--- src/rtl/adc_ser_pkg.sv ---
package adc_ser_pkg;
    localparam int unsigned WORD_W     = 14;
    localparam int unsigned FRAME_W    = 16;
    localparam int unsigned CONV_EDGES = 16;
    localparam int unsigned CONV_DIV   = 2;
endpackage

--- src/rtl/adc_conv_model.sv ---
module adc_conv_model #(
    parameter int unsigned DIV        = adc_ser_pkg::CONV_DIV,
    parameter int unsigned CONV_EDGES = adc_ser_pkg::CONV_EDGES
) (
    input  logic clk,
    input  logic rst_n,
    input  logic start,
    input  logic cs,
    output logic clk_lvl,
    output logic busy,
    output logic eoc
);
    localparam int unsigned CW = (DIV > 1) ? $clog2(DIV) : 1;
    localparam int unsigned EW = (CONV_EDGES > 1) ? $clog2(CONV_EDGES) : 1;

    typedef struct packed {
        logic [CW-1:0] div_cnt;
        logic          lvl;
        logic          prev;
        logic          busy;
        logic [EW-1:0] edges;
    } conv_state_t;

    conv_state_t st_d, st_q;
    logic        fall;
    logic        eoc_c;

    always_comb begin
        st_d      = st_q;
        fall      = st_q.prev & ~st_q.lvl;
        st_d.prev = st_q.lvl;
        if (st_q.div_cnt == CW'(DIV - 1)) begin
            st_d.div_cnt = '0;
            st_d.lvl     = ~st_q.lvl;
        end else begin
            st_d.div_cnt = st_q.div_cnt + 1'b1;
        end
        eoc_c = st_q.busy & fall & (st_q.edges == EW'(CONV_EDGES - 1));
        if (st_q.busy && fall) begin
            if (eoc_c) begin
                st_d.busy  = 1'b0;
                st_d.edges = '0;
            end else begin
                st_d.edges = st_q.edges + 1'b1;
            end
        end
        if (!st_q.busy && start && !cs) begin
            st_d.busy  = 1'b1;
            st_d.edges = '0;
        end
    end

    always_ff @(posedge clk or negedge rst_n) begin
        if (!rst_n) st_q <= '0;
        else        st_q <= st_d;
    end

    assign clk_lvl = st_q.lvl;
    assign busy    = st_q.busy;
    assign eoc     = eoc_c;


    cs_blocks_start_chk: assert property (@(posedge clk) disable iff (!rst_n)
        (!st_q.busy && cs) |=> !st_q.busy);

    start_begins_busy_chk: assert property (@(posedge clk) disable iff (!rst_n)
        (!st_q.busy && start && !cs) |=> (st_q.busy && st_q.edges == '0));

    eoc_ends_busy_chk: assert property (@(posedge clk) disable iff (!rst_n)
        eoc |=> !st_q.busy);

    edge_bound_chk: assert property (@(posedge clk) disable iff (!rst_n)
        st_q.busy |-> (int'(st_q.edges) < int'(CONV_EDGES)));
endmodule

--- src/rtl/adc_sclk_gate.sv ---
module adc_sclk_gate (
    input  logic clk,
    input  logic rst_n,
    input  logic ext_sclk,
    input  logic int_lvl,
    input  logic int_sel,
    input  logic rd,
    output logic shift_fall
);
    typedef struct packed {
        logic prev;
    } gate_state_t;

    gate_state_t st_d, st_q;
    logic        lvl;

    always_comb begin
        lvl        = int_sel ? int_lvl : ext_sclk;
        st_d       = st_q;
        st_d.prev  = lvl;
        shift_fall = st_q.prev & ~lvl & ~rd;
    end

    always_ff @(posedge clk or negedge rst_n) begin
        if (!rst_n) st_q <= '0;
        else        st_q <= st_d;
    end


    rd_gates_clock_chk: assert property (@(posedge clk) disable iff (!rst_n)
        rd |-> !shift_fall);
endmodule

--- src/rtl/adc_shift_out.sv ---
module adc_shift_out #(
    parameter int unsigned WORD_W  = adc_ser_pkg::WORD_W,
    parameter int unsigned FRAME_W = adc_ser_pkg::FRAME_W
) (
    input  logic              clk,
    input  logic              rst_n,
    input  logic              load,
    input  logic [WORD_W-1:0] word,
    input  logic              shift,
    output logic              msb
);
    typedef struct packed {
        logic [FRAME_W-1:0] sr;
    } shift_state_t;

    shift_state_t       st_d, st_q;
    logic [FRAME_W-1:0] framed;

    generate
        if (FRAME_W > WORD_W) begin : g_pad
            assign framed = {word, {(FRAME_W - WORD_W){1'b0}}};
        end else begin : g_trim
            assign framed = word[WORD_W-1 -: FRAME_W];
        end
    endgenerate

    always_comb begin
        st_d = st_q;
        if (load)       st_d.sr = framed;
        else if (shift) st_d.sr = {st_q.sr[FRAME_W-2:0], 1'b0};
    end

    always_ff @(posedge clk or negedge rst_n) begin
        if (!rst_n) st_q <= '0;
        else        st_q <= st_d;
    end

    assign msb = st_q.sr[FRAME_W-1];


    load_wins_chk: assert property (@(posedge clk) disable iff (!rst_n)
        load |=> (st_q.sr == $past(framed)));

    shift_step_chk: assert property (@(posedge clk) disable iff (!rst_n)
        (shift && !load) |=> (st_q.sr == {$past(st_q.sr[FRAME_W-2:0]), 1'b0}));

    idle_hold_chk: assert property (@(posedge clk) disable iff (!rst_n)
        (!shift && !load) |=> $stable(st_q.sr));
endmodule

--- src/rtl/adc_serial_port.sv ---
module adc_serial_port #(
    parameter int unsigned WORD_W     = adc_ser_pkg::WORD_W,
    parameter int unsigned FRAME_W    = adc_ser_pkg::FRAME_W,
    parameter int unsigned CONV_EDGES = adc_ser_pkg::CONV_EDGES,
    parameter int unsigned CONV_DIV   = adc_ser_pkg::CONV_DIV
) (
    input  logic              clk,
    input  logic              rst_n,
    input  logic              ext_sclk,
    input  logic              int_clk_sel,
    input  logic              rd,
    input  logic              cs,
    input  logic              conv_start,
    input  logic [WORD_W-1:0] result_in,
    output logic              clk_out,
    output logic              busy_n,
    output logic              dout,
    output logic              dout_oe
);
    logic conv_lvl;
    logic conv_busy;
    logic conv_eoc;
    logic shift_fall;

    adc_conv_model #(.DIV(CONV_DIV), .CONV_EDGES(CONV_EDGES)) i_conv (
        .clk(clk), .rst_n(rst_n), .start(conv_start), .cs(cs),
        .clk_lvl(conv_lvl), .busy(conv_busy), .eoc(conv_eoc)
    );

    adc_sclk_gate i_gate (
        .clk(clk), .rst_n(rst_n), .ext_sclk(ext_sclk), .int_lvl(conv_lvl),
        .int_sel(int_clk_sel), .rd(rd), .shift_fall(shift_fall)
    );

    adc_shift_out #(.WORD_W(WORD_W), .FRAME_W(FRAME_W)) i_shift (
        .clk(clk), .rst_n(rst_n), .load(conv_eoc), .word(result_in),
        .shift(shift_fall), .msb(dout)
    );

    assign clk_out = conv_lvl;
    assign busy_n  = ~conv_busy;
    assign dout_oe = ~rd & ~cs;


    busy_release_chk: assert property (@(posedge clk) disable iff (!rst_n)
        conv_eoc |=> (busy_n && dout == $past(result_in[WORD_W-1])));
endmodule

--- config.mk ---
export PLATFORM = sky130hd
export DESIGN_NAME = adc_serial_port
export DESIGN_NICKNAME = d
export VERILOG_FILES = /design/src/rtl/adc_ser_pkg.sv /design/src/rtl/adc_conv_model.sv /design/src/rtl/adc_sclk_gate.sv /design/src/rtl/adc_shift_out.sv /design/src/rtl/adc_serial_port.sv
export SDC_FILE = /design/constraint.sdc
export NUM_CORES = 1
export LEC_CHECK = 0
export BUFFER_PORTS_ARGS = -buffer_cell sky130_fd_sc_hd__buf_2
export CORE_ASPECT_RATIO = 0.8
export CORE_MARGIN = 1
export CORE_UTILIZATION = 45
export CTS_BUF_LIST = sky130_fd_sc_hd__clkbuf_8
export CTS_CLUSTER_DIAMETER = 100
export CTS_CLUSTER_SIZE = 30
export DETAILED_ROUTE_END_ITERATION = 6
export PLACE_DENSITY = 0.69
export SLEW_MARGIN = 20
export SYNTH_ARGS = -nofsm -noshare
export SYNTH_HDL_FRONTEND = slang
export SYNTH_HIERARCHICAL = 1
export SYNTH_SLANG_ARGS = --single-unit
--- constraint.sdc ---
create_clock -name clk -period 2.3 [get_ports clk]
set_input_delay 0.46 -clock clk [delete_from_list [all_inputs] [get_ports clk]]
set_output_delay 0.46 -clock clk [all_outputs]
set_load 0.01 [all_outputs]
# Word-level counts from Yosys, hierarchy flattened
# Cells that the tools add are included.
# totals
mem_bits_ro,0
ff_bits,25
memories,0
ramBits,0
in_bits,21
latch_bits,0
wordCells,38
output_inout_bits,4
# op_classes
n_mul,0
n_div,0
eq_ne,1
order_cmp,0
n_mux,8
n_reduce_logical,9
n_shift,0
n_addsub,2
n_bitwise,11
# ops
op,count
16-bit two-way mux,2
5-bit two-way mux,2
1-bit AND,6
2-bit nonzero test,3
1-bit NOT,5
4-bit by 1-bit adder with 4-bit output (second input constant),1
4-bit equality test (second input constant),1
4-bit two-way mux,1
1-bit logical AND,3
1-bit two-way mux,3
1-bit zero test,2
2-bit AND reduction,1
1-bit adder (second input constant),1

# Logic depth before layout (Yosys ltp)
# Gate-level depths: netlist of run 1.
# logic_depth
depth_word,7
ltp_mapped,7
mapped_depth_nobuf,5

# Cells and area by module
# Netlist of run 1, hierarchy kept.
# modules_own_cells
module,cells_each,area_per_inst_um2,n_inst,seq_area_each_um2
adc_shift_out,61,655.6,1,350.3
adc_conv_model,31,359.1,1,200.2
adc_sclk_gate,3,52.6,1,25.0
adc_serial_port,2,7.5,1,0.0

# Worst setup path after synthesis of run 1
# OpenSTA, ideal clock, no wires.
# synth_path
kind,input -> register
start,input port int_clk_sel
end,register i_shift/st_q[10] (netlist bit)
path_slack_ns,0.734
stages,6
arrival_time_ns,1.443
setup_time_ns,0.123
path_buffers,2
required_ns,2.177
path_cell_list,mux2_4 nor3b_2 buf_6 buf_12 mux2i_1 o21ai_1
# synth_via
elab_chain_cells,5
# synth_lines
item,line_no,source
start: declaration,adc_serial_port.sv:10,"input logic int_clk_sel,"
1-bit two-way mux,adc_sclk_gate.sv:18,lvl = int_sel ? int_lvl : ext_sclk;
1-bit NOT,adc_sclk_gate.sv:21,shift_fall = st_q.prev & ~lvl & ~rd;
1-bit AND (2 in series),adc_sclk_gate.sv:21,
net shift_fall,adc_serial_port.sv:23,logic shift_fall;
2-bit nonzero test (no source line),n/a,
end signal: assignment,adc_shift_out.sv:35,else st_q <= st_d;
end: declaration,adc_shift_out.sv:16,"shift_state_t st_d, st_q;"
# The timed path passes the listed nets, and every way through them passes these cells.
# A chain may end at the register's enable or synchronous reset.

# Worst setup path in the final report of run 1
# layout_path
start,"register i_conv.st_q, in the netlist i_conv/clk_lvl"
end,register i_shift/st_q[4] (netlist bit)
# layout_via
elab_chain_cells,5
elab_cells_between_ends,10
cone_classes,2 x mux; 7 x bitwise; 1 x reduce/logical
# layout_lines
item,line_no,source
start: declaration,adc_conv_model.sv:24,"conv_state_t st_d, st_q;"
start signal: assignment,adc_conv_model.sv:55,else st_q <= st_d;
1-bit two-way mux,adc_sclk_gate.sv:18,
net i_gate.lvl,adc_sclk_gate.sv:15,logic lvl;
1-bit NOT,adc_sclk_gate.sv:21,
1-bit AND (2 in series),adc_sclk_gate.sv:21,
net shift_fall,adc_serial_port.sv:23,
2-bit nonzero test (no source line),n/a,
# The timed path passes the listed nets, and every way through them passes these cells.

==> results.yml, run 1 <==
pwr:
  power_frac_seq: 0.575
  p_int_w: 0.000784
  power_frac_comb: 0.215
  netSwitchingPower_w: 0.000321
  p_per_area_nw_per_um2: 892
  vdd_drop_max_uv: 555
  sw_frac_of_total: 0.291
  power.leakage_nw: 0.566
  clock_power_share: 0.210
  power.total_w: 0.00111
sta:
  clock_skew_ps: 2.94
  tns_ps: 0
  slew_headroom: 0.673
  post-route-min-period_ps: 1620
  rsz0062_at_grt: "false"
  worst_slew_pin_slew_ps: 490
  drv_slew: 0
  hold_ws_ps: 160
  layout_worst_path_cycle_share: 0.702
  setup_viol: 0
  max_clock_freq_mhz: 619
  final-hold-violation-count: 0
run:
  max_cap_viol_count: 0
drt:
  drc: 0
  viasPerCell: 5.01
  drtAntennaViolNets: 0
  vias: 736
  wirelength_mm: 1.67
  drtIter0Drc: 25
  wl_per_cell_microns: 11.4
  drt-pass1-iter-count: 4
die:
  die_area_sq_um: 2590
  boundaryPins: 25
  die_height_microns: 45.7
  fp.dieW_microns: 56.6
  num_rows: 15
  core-area_sq_um: 2200
  start_util: 0.489
setup_path:
  crit_start: "i_conv/clk_lvl"
  reg2reg_from: "i_conv/clk_lvl"
  rr_worst_depth: 5
  crit_path_max_fanout: 14
  endpoint_kind: "flip-flop"
  crit_type: "flip-flop to flip-flop"
  worst-r2r-setup-slack_ps: 680
  worst_r2r_endpoint: "i_shift/st_q[4]"
  start_kind: "flip-flop"
  critical_path_arrival_ps: 1750
  endpoint: "i_shift/st_q[4]"
  crit_required_ps: 2430
final_layout:
  instances_no_fill: 147
  antenna_cells: 0
  drive_gt1_frac: 0.287
  syn2layout_area_growth_pct: 15.4
  final_nets: 145
  utilization: 0.565
synth:
  synth_cell_types: 27
  ys_ff_latch: 23
  ys_seq_area_frac: 0.536
  syn_nets: 119
  yosys_warnings: 6
  synth_top_area_share: 0.536
  syn_inst: 97
  syn_area_per_cell_sq_um: 11.1
  synthesis.area_sq_um: 1070
  synth_top_cell_by_area: "dfrtp_1"
  synth_area_leaders: "dfrtp_1 54%, mux2i_1 12%, nand2_1 5.9%"
clocking:
  cts.repair.resized: 0
  cts_buffers: 3
  cts_setup_buffers: 0
  cts-root-buf: "clkbuf_8"
  cts_buffer_depth: 2
  htree_num_levels: 1
  cts_hold_buf: 0
  cts_tree: "done"
  clk_latency_ps: 250
  clkSinkCount: 23
  clk_pin_slew_ps: 70
global_route:
  antenna_found_initial: 0
  grt_max_degree: 31
  grt_pass1_vias: 678
  grt_overflow: 0
  track_usage: 0.151
  grt_pass1_wl_mm: 2.89
hold_path:
  min_path_type: "input port to asynchronous set/reset pin"
run_status:
  status: "complete, no violations"
placement:
  gp_congestion: 0.720
  portBuffers: 24
  hpwlAfterDp_mm: 1.24
  dpl.cell_count: 143
Yosys cell counts:
master,n
dfrtp_1,23
nand4_1,1
mux2i_1,13
xor2_1,1
inv_1,4
buf_12,1
nand4b_1,1
nand2b_1,1
or3b_4,1
o311ai_2,1
nand3_1,1
o21ai_0,6
xnor2_1,1
buf_6,1
and2_1,1
and3b_2,1
nand2_1,17
a21oi_1,1
nand3b_1,1
o21ai_1,10
ha_1,1
nor2_1,2
mux2_4,1
o21ai_2,1
o31ai_1,1
nor3b_2,1
buf_2,3
cell type report:
cell class	count	area (sq um)
inverter	4	15.0
clock inverter	1	3.75
multi-input combinational	65	438
sequential	23	576
timing repair buffer	26	135
clock buffer	3	41.3
fill	216	956
tap	25	31.3
routing by layer:
| layer | vias to the layer above | global-route usage | part of all wire |
|---|---|---|---|
| li1 | 382 | - | - |
| met1 | 341 | 0.199 | 0.51 |
| met2 | 11 | 0.240 | 0.45 |
| met3 | 2 | 0.0511 | 0.034 |
| met4 | 0 | 0.0439 | 0.0060 |
| met5 | - | 0 | 0 |
per-stage QoR:
step | setup WS, ps | instance area [sq um]
finish | 685 | 1240
global route | 542 | 1240
CTS | 671 | 1240
detailed placement | 532 | 1190
global placement | 550 | 1190
floorplan | 734 | 1070
power groups by stage:
stage               combinational, W  sequential, W  clock, W
floorplan                   0.000177       0.000621         0
CTS                         0.000242       0.000635  0.000245
global placement            0.000229       0.000636         0
detailed placement          0.000243       0.000643         0
global route                0.000277       0.000653  0.000258
finish                      0.000237       0.000636  0.000232
worst max-delay path, stage by stage, from the launching register on:
cell and delay (ps):
dfrtp_1 450, mux2_4 290, nor3b_2 170, buf_4 270, mux2i_1 230, o21ai_1 80
placed cells by master (no fill, tap or decap), types with 2 or more instances in the layout:
cell type / count
clkbuf_8: 3
mux2i_1: 13
o21ai_0: 6
inv_1: 5
buf_2: 24
o21ai_1: 10
nand2_1: 17
buf_4: 2
nor2_1: 2
dfrtp_1: 23
worst min path at each step:
stage / cells past startpoint / endpoint / slack, ps
after floorplan: 0 / i_conv/busy / 160
after global placement: 1 / i_conv/st_q[7] / 430
after detailed placement: 1 / i_conv/st_q[7] / 430
after CTS: 1 / i_gate/st_q / 180
after global routing: 1 / i_shift/st_q[7] / 200
final: 1 / i_shift/st_q[4] / 160
state kept, by name, indices dropped and copies added, names as in the netlist:
| register | flops |
|---|---|
| i_shift/st_q | 14 |
| i_conv/st_q | 6 |
| i_conv/busy | 1 |
| i_conv/clk_lvl | 1 |
| i_gate/st_q | 1 |
cell families (layout without fill, tap and decap cells):
family | Yosys count | count (layout) | synth area share
AND/OR/NAND/NOR | 28 | 28 | 0.135
flip-flops | 23 | 23 | 0.536
AO/OA/AOI/OAI | 20 | 20 | 0.109
multiplexers | 14 | 14 | 0.135
buffers and inverters | 9 | 34 | 0.0570
XOR/XNOR | 2 | 2 | 0.0163
adder cells (fa/ha/maj) | 1 | 1 | 0.0116
No activity file was read; power rests on OpenSTA's default activity.
==> run 2, diff against run 1 <==
- clock period: 2.3 -> 1.5 ns (I/O delays scaled with it)
==> run 2 against run 1 <==
The run now ends with negative hold slack left. Global-route usage increased by 0.61 points. Cell count grew 2.0%. Largest cell class unchanged. Clock skew increased by 6.9 ps. Flip-flop and latch count unchanged. Combinational power up 59%. Routed wire length rose by 8.7%. Clock power grew 63%. Setup slack got worse by 670 ps.
==> results.yml, run 2 (synthesis gave the netlist of run 1 again) <==
sta:
  layout_worst_path_cycle_share: 0.993
  setup_viol: 0
  rsz0062_at_grt: "true"
  drv_slew: 0
  max_clock_freq_mhz: 672
  post-route-min-period_ps: 1490
  hold_ws_ps: -10.9
  tns_ps: 0
  final-hold-violation-count: 14
  clock_skew_ps: 9.80
  worst_slew_pin_slew_ps: 499
  slew_headroom: 0.668
pwr:
  power_frac_seq: 0.563
  power.leakage_nw: 0.584
  netSwitchingPower_w: 0.000516
  clock_power_share: 0.219
  power_frac_comb: 0.218
  sw_frac_of_total: 0.298
  vdd_drop_max_uv: 904
  p_per_area_nw_per_um2: 1340
  p_int_w: 0.00121
setup_path:
  crit_buf_inv: 1
  crit_type: "flip-flop to flip-flop"
  critical_path_arrival_ps: 1640
  crit_path_max_fanout: 14
  crit_required_ps: 1650
  critical_path.top_delay_family: "multiplexers"
  critPathMaxStageDelay_ps: 410
  cp_slowest_cell: "dfrtp_2"
  path_cells: "mux2_4, nor3b_4, buf_12, mux2i_1, o21ai_1"
  start_kind: "flip-flop"
  endpoint_kind: "flip-flop"
final_layout:
  largest_register_ffs: 14
  final_cell_mix: "24 x buf_2, 22 x dfrtp_1, 17 x nand2_1"
  fin_area_sq_um: 1290
  regArea_sq_um: 577
  multiInputGateArea_sq_um: 447
  utilization: 0.586
  final_nets: 148
  regMostFlops: "i_shift/st_q"
  layout_commonest_cell: "buf_2"
  largestRegisters: "i_shift/st_q x14, i_conv/st_q x6"
  antenna_cells: 0
  drive_gt1_frac: 0.328
  fill_cells: 202
  syn2layout_area_growth_pct: 19.7
placement:
  gp_congestion: 0.687
  hpwlAfterDp_mm: 1.33
  dpl_cell_area_sq_um: 1230
  portBuffers: 24
global_route:
  grtUsageMet3: 0.0597
  antenna_found_initial: 0
  track_usage: 0.157
  grt_pass1_wl_mm: 2.99
  use_met2: 0.256
  grt_max_degree: 24
  grt_overflow: 0
  grt_pass1_vias: 686
  grt_use_met1: 0.199
  top_usage_layer: "met2"
drt:
  viasPerCell: 5.12
  wl_per_cell_microns: 12.1
  drtAntennaViolNets: 0
  drt-pass1-iter-count: 2
  drc: 0
  vias: 768
  wirelength_mm: 1.82
  drtIter0Drc: 8
die:
  start_util: 0.489
  num_rows: 15
  fp.dieW_microns: 56.6
  die_area_sq_um: 2590
  boundaryPins: 25
  die_height_microns: 45.7
  core-area_sq_um: 2200
clocking:
  clkSinkCount: 23
  cts_tree: "done"
  cts_buffer_depth: 2
  htree_num_levels: 1
  cts-root-buf: "clkbuf_8"
  clk_pin_slew_ps: 80
  clk_latency_ps: 270
  cts_buffers: 3
run_status:
  status: "finished with violations"
  violations: "negative hold slack"
hold_path:
  min_path_type: "input port to asynchronous set/reset pin"
run:
  max_cap_viol_count: 0
## run 2: power groups by stage
stage	sequential [W]	combinational (W)	clock (W)
final	0.000974	0.000377	0.000378
after global routing	0.00100	0.000433	0.000423
after CTS	0.000974	0.000380	0.000391
after detailed placement	0.000985	0.000376	0
after global placement	0.000970	0.000355	0
after floorplan	0.000952	0.000272	0
## run 2: worst paths after layout
path | start | cells after the start | endpoint | slack [ps]
min reg2reg | i_conv/st_q[7] | 1 | i_conv/st_q[7] | 440
max | i_conv/clk_lvl | 5 | i_shift/st_q[4] | 10
max in group asynchronous | rst_n | 1 | i_conv/clk_lvl | 1140
min in group clk | result_in[0] | 3 | i_shift/st_q[2] | 240
min | rst_n | 1 | i_conv/st_q[0] | -10
max reg2reg | i_conv/clk_lvl | 5 | i_shift/st_q[4] | 10
## run 2: timing repair
item	CTS	global route
cloned	0	0
setup buffers	0	0
hold buffers	0	0
resized for setup	1	4
endpoints found under the setup margin	2	14
## run 2: per-stage QoR
stage	cells	setup slack, ps	power, W
3_3_place_gp	146	-31.0	0.00133
4_1_cts	150	1.90	0.00174
5_1_grt	150	-81.2	0.00186
2_1_floorplan	97	-4.73	0.00122
6_report	150	11.2	0.00173
3_5_place_dp	146	-50.2	0.00136
## run 2: layout make-up
type	instances	share of cell area
repair buffers	29	0.132
clock buffers	3	0.0321
clock inverters	1	0.00389
multi-input cells	65	0.347
inverters	4	0.0117
flip-flops and latches	23	0.448
well taps	25	0.0243
## run 2: metal layers
| metal | share of wire | wire (microns) |
|---|---|---|
| met5 | 0 | 0 |
| met2 | 0.46 | 840 |
| met1 | 0.50 | 909 |
| met3 | 0.031 | 57 |
| met4 | 0.0055 | 10 |
==> run 3, diff against run 2 <==
- CELL_PAD_IN_SITES_DETAIL_PLACEMENT: unset -> 1
- CELL_PAD_IN_SITES_GLOBAL_PLACEMENT: unset -> 1
- PLACE_DENSITY: 0.69 -> unset
- PLACE_DENSITY_LB_ADDON: unset -> 0.1
- clock period: 1.5 -> 1.75 ns (I/O delays scaled with it)
==> run 3 against run 2 <==
The run now ends clean. Non-clock buffer count decreased by 3. Clock skew decreased by 7.8 ps. Setup slack improved by 130 ps. Fmax down 7.7%. Final area down 1.2%. Clock-buffer cell count is the same. Combinational power fell by 14%. Register-to-register slack improved by 130 ps. Clock power shrank 16%. Critical path depth unchanged. Worst hold slack better by 60 ps. Sequential power shrank 14%. Critical endpoint is now i_shift/st_q[8].
==> results.yml, run 3 (synthesis gave the netlist of run 1 again) <==
clocking:
  cts-root-buf: "clkbuf_8"
  htree_num_levels: 1
  cts_setup_buffers: 0
  cts.repair.resized: 0
  cts_buffer_depth: 2
  cts_tree: "done"
  cts_buffers: 3
  cts_hold_buf: 0
  clk_pin_slew_ps: 80
  clk_latency_ps: 260
  clkSinkCount: 23
setup_path:
  critical_path_arrival_ps: 1760
  start_kind: "flip-flop"
  crit_type: "flip-flop to flip-flop"
  endpoint_kind: "flip-flop"
  path_cells: "mux2_4, nor3b_4, buf_12, mux2i_1, o21ai_1"
  crit_path_max_fanout: 14
  reg2reg_from: "i_conv/clk_lvl"
  critical_path.top_delay_family: "multiplexers"
  crit_required_ps: 1900
  critPathMaxStageDelay_ps: 460
  cp_slowest_cell: "dfrtp_1"
  crit_start: "i_conv/clk_lvl"
  crit_buf_inv: 1
sta:
  fin_ws_ps: 137
  setup_viol: 0
  max_clock_freq_mhz: 620
  drv_slew: 0
  worst_slew_pin_slew_ps: 505
  layout_worst_path_cycle_share: 0.922
  final-hold-violation-count: 0
  rsz0062_at_grt: "false"
  tns_ps: 0
  clock_skew_ps: 1.97
  slew_headroom: 0.664
  post-route-min-period_ps: 1610
drt:
  viasPerCell: 5.22
  drtAntennaViolNets: 0
  drtIter0Drc: 12
  vias: 767
  wl_per_cell_microns: 13.7
  drc: 0
  drt-pass1-iter-count: 2
  wirelength_mm: 2.02
final_layout:
  layout_commonest_cell: "buf_2"
  utilization: 0.579
  final_nets: 145
  final_cell_mix: "24 x buf_2, 23 x dfrtp_1, 17 x nand2_1"
  fill_cells: 247
  syn2layout_area_growth_pct: 18.3
  regMostFlops: "i_shift/st_q"
  drive_gt1_frac: 0.287
  largest_register_ffs: 14
  largestRegisters: "i_shift/st_q x14, i_conv/st_q x6"
  antenna_cells: 0
global_route:
  grt_pass1_wl_mm: 3.57
  grt_overflow: 0
  antenna_found_initial: 0
  grt_pass1_vias: 746
  track_usage: 0.186
  grt_max_degree: 31
placement:
  gp_congestion: 0.768
  pre_cts_slack_ps: 79.6
  hpwlAfterDp_mm: 1.50
  portBuffers: 24
die:
  fp.dieW_microns: 56.6
  core-area_sq_um: 2200
  boundaryPins: 25
  start_util: 0.489
  num_rows: 15
  die_height_microns: 45.7
  die_area_sq_um: 2590
run_status:
  status: "complete, no violations"
pwr:
  vdd_drop_max_uv: 783
  power.total_w: 0.00148
  power.leakage_nw: 0.573
  p_per_area_nw_per_um2: 1160
hold_path:
  min_path_type: "input port to asynchronous set/reset pin"
run:
  max_cap_viol_count: 0
run 3: cell types whose count changed in the layout (fill, tap and decap cells not counted):
cell	previous run	this run
inv_1	4	5
buf_4	4	0
nor2_2	1	0
clkinv_2	1	0
o21ai_1	13	10
o21ai_0	3	6
nor2_1	1	2
dfrtp_2	1	0
dfrtp_1	22	23
buf_12	1	2
run 3: cell type report:
type / instances / area, sq um / area share
inverter: 4 / 15.0 / 0.0118
tap: 25 / 31.3 / 0.0246
timing repair buffer: 26 / 160 / 0.126
sequential: 23 / 576 / 0.453
clock buffer: 3 / 41.3 / 0.0325
clock inverter: 1 / 3.75 / 0.00295
multi-input combinational: 65 / 444 / 0.349
run 3: stage by stage:
step | cells | instance area [sq um] | hold slack, ps
after floorplan | 97 | 1070 | 54.4
after global placement | 143 | 1220 | 356
after detailed placement | 143 | 1220 | 357
after CTS | 147 | 1260 | 65.8
after global routing | 147 | 1270 | 81.1
final | 147 | 1270 | 49.1
run 3: power by group:
part           internal [W]  leakage (nW)  switching [W]
Clock              0.000156        0.0269       0.000162
Sequential         0.000709         0.282       0.000128
Combinational      0.000168         0.265       0.000154
run 3: worst register-to-register path, cell delays in order, from the launching register on:
cell and delay [ps]:
dfrtp_1 460, mux2_4 310, nor3b_4 250, buf_12 190, mux2i_1 230, o21ai_1 80
run 3: path summary, 6_finish.rpt:
kind                       slack [ps]  cells after the start          endpoint
setup reg to reg                  140                      5   i_shift/st_q[8]
max in group asynchronous        1360                      1  i_shift/st_q[12]
setup / recovery                  140                      5   i_shift/st_q[8]
min in group clk                  300                      3  i_shift/st_q[11]
hold / removal                     50                      1    i_conv/st_q[2]
hold reg to reg                   440                      1    i_conv/st_q[7]
run 3: per-layer routing:
metal  vias up  GRT usage  routed length, microns
met5         -          0                       0
met4         0     0.0585                      11
met3         2     0.0682                     119
met2        21      0.278                     887
met1       360      0.255                    1000
li1        384          -                       -
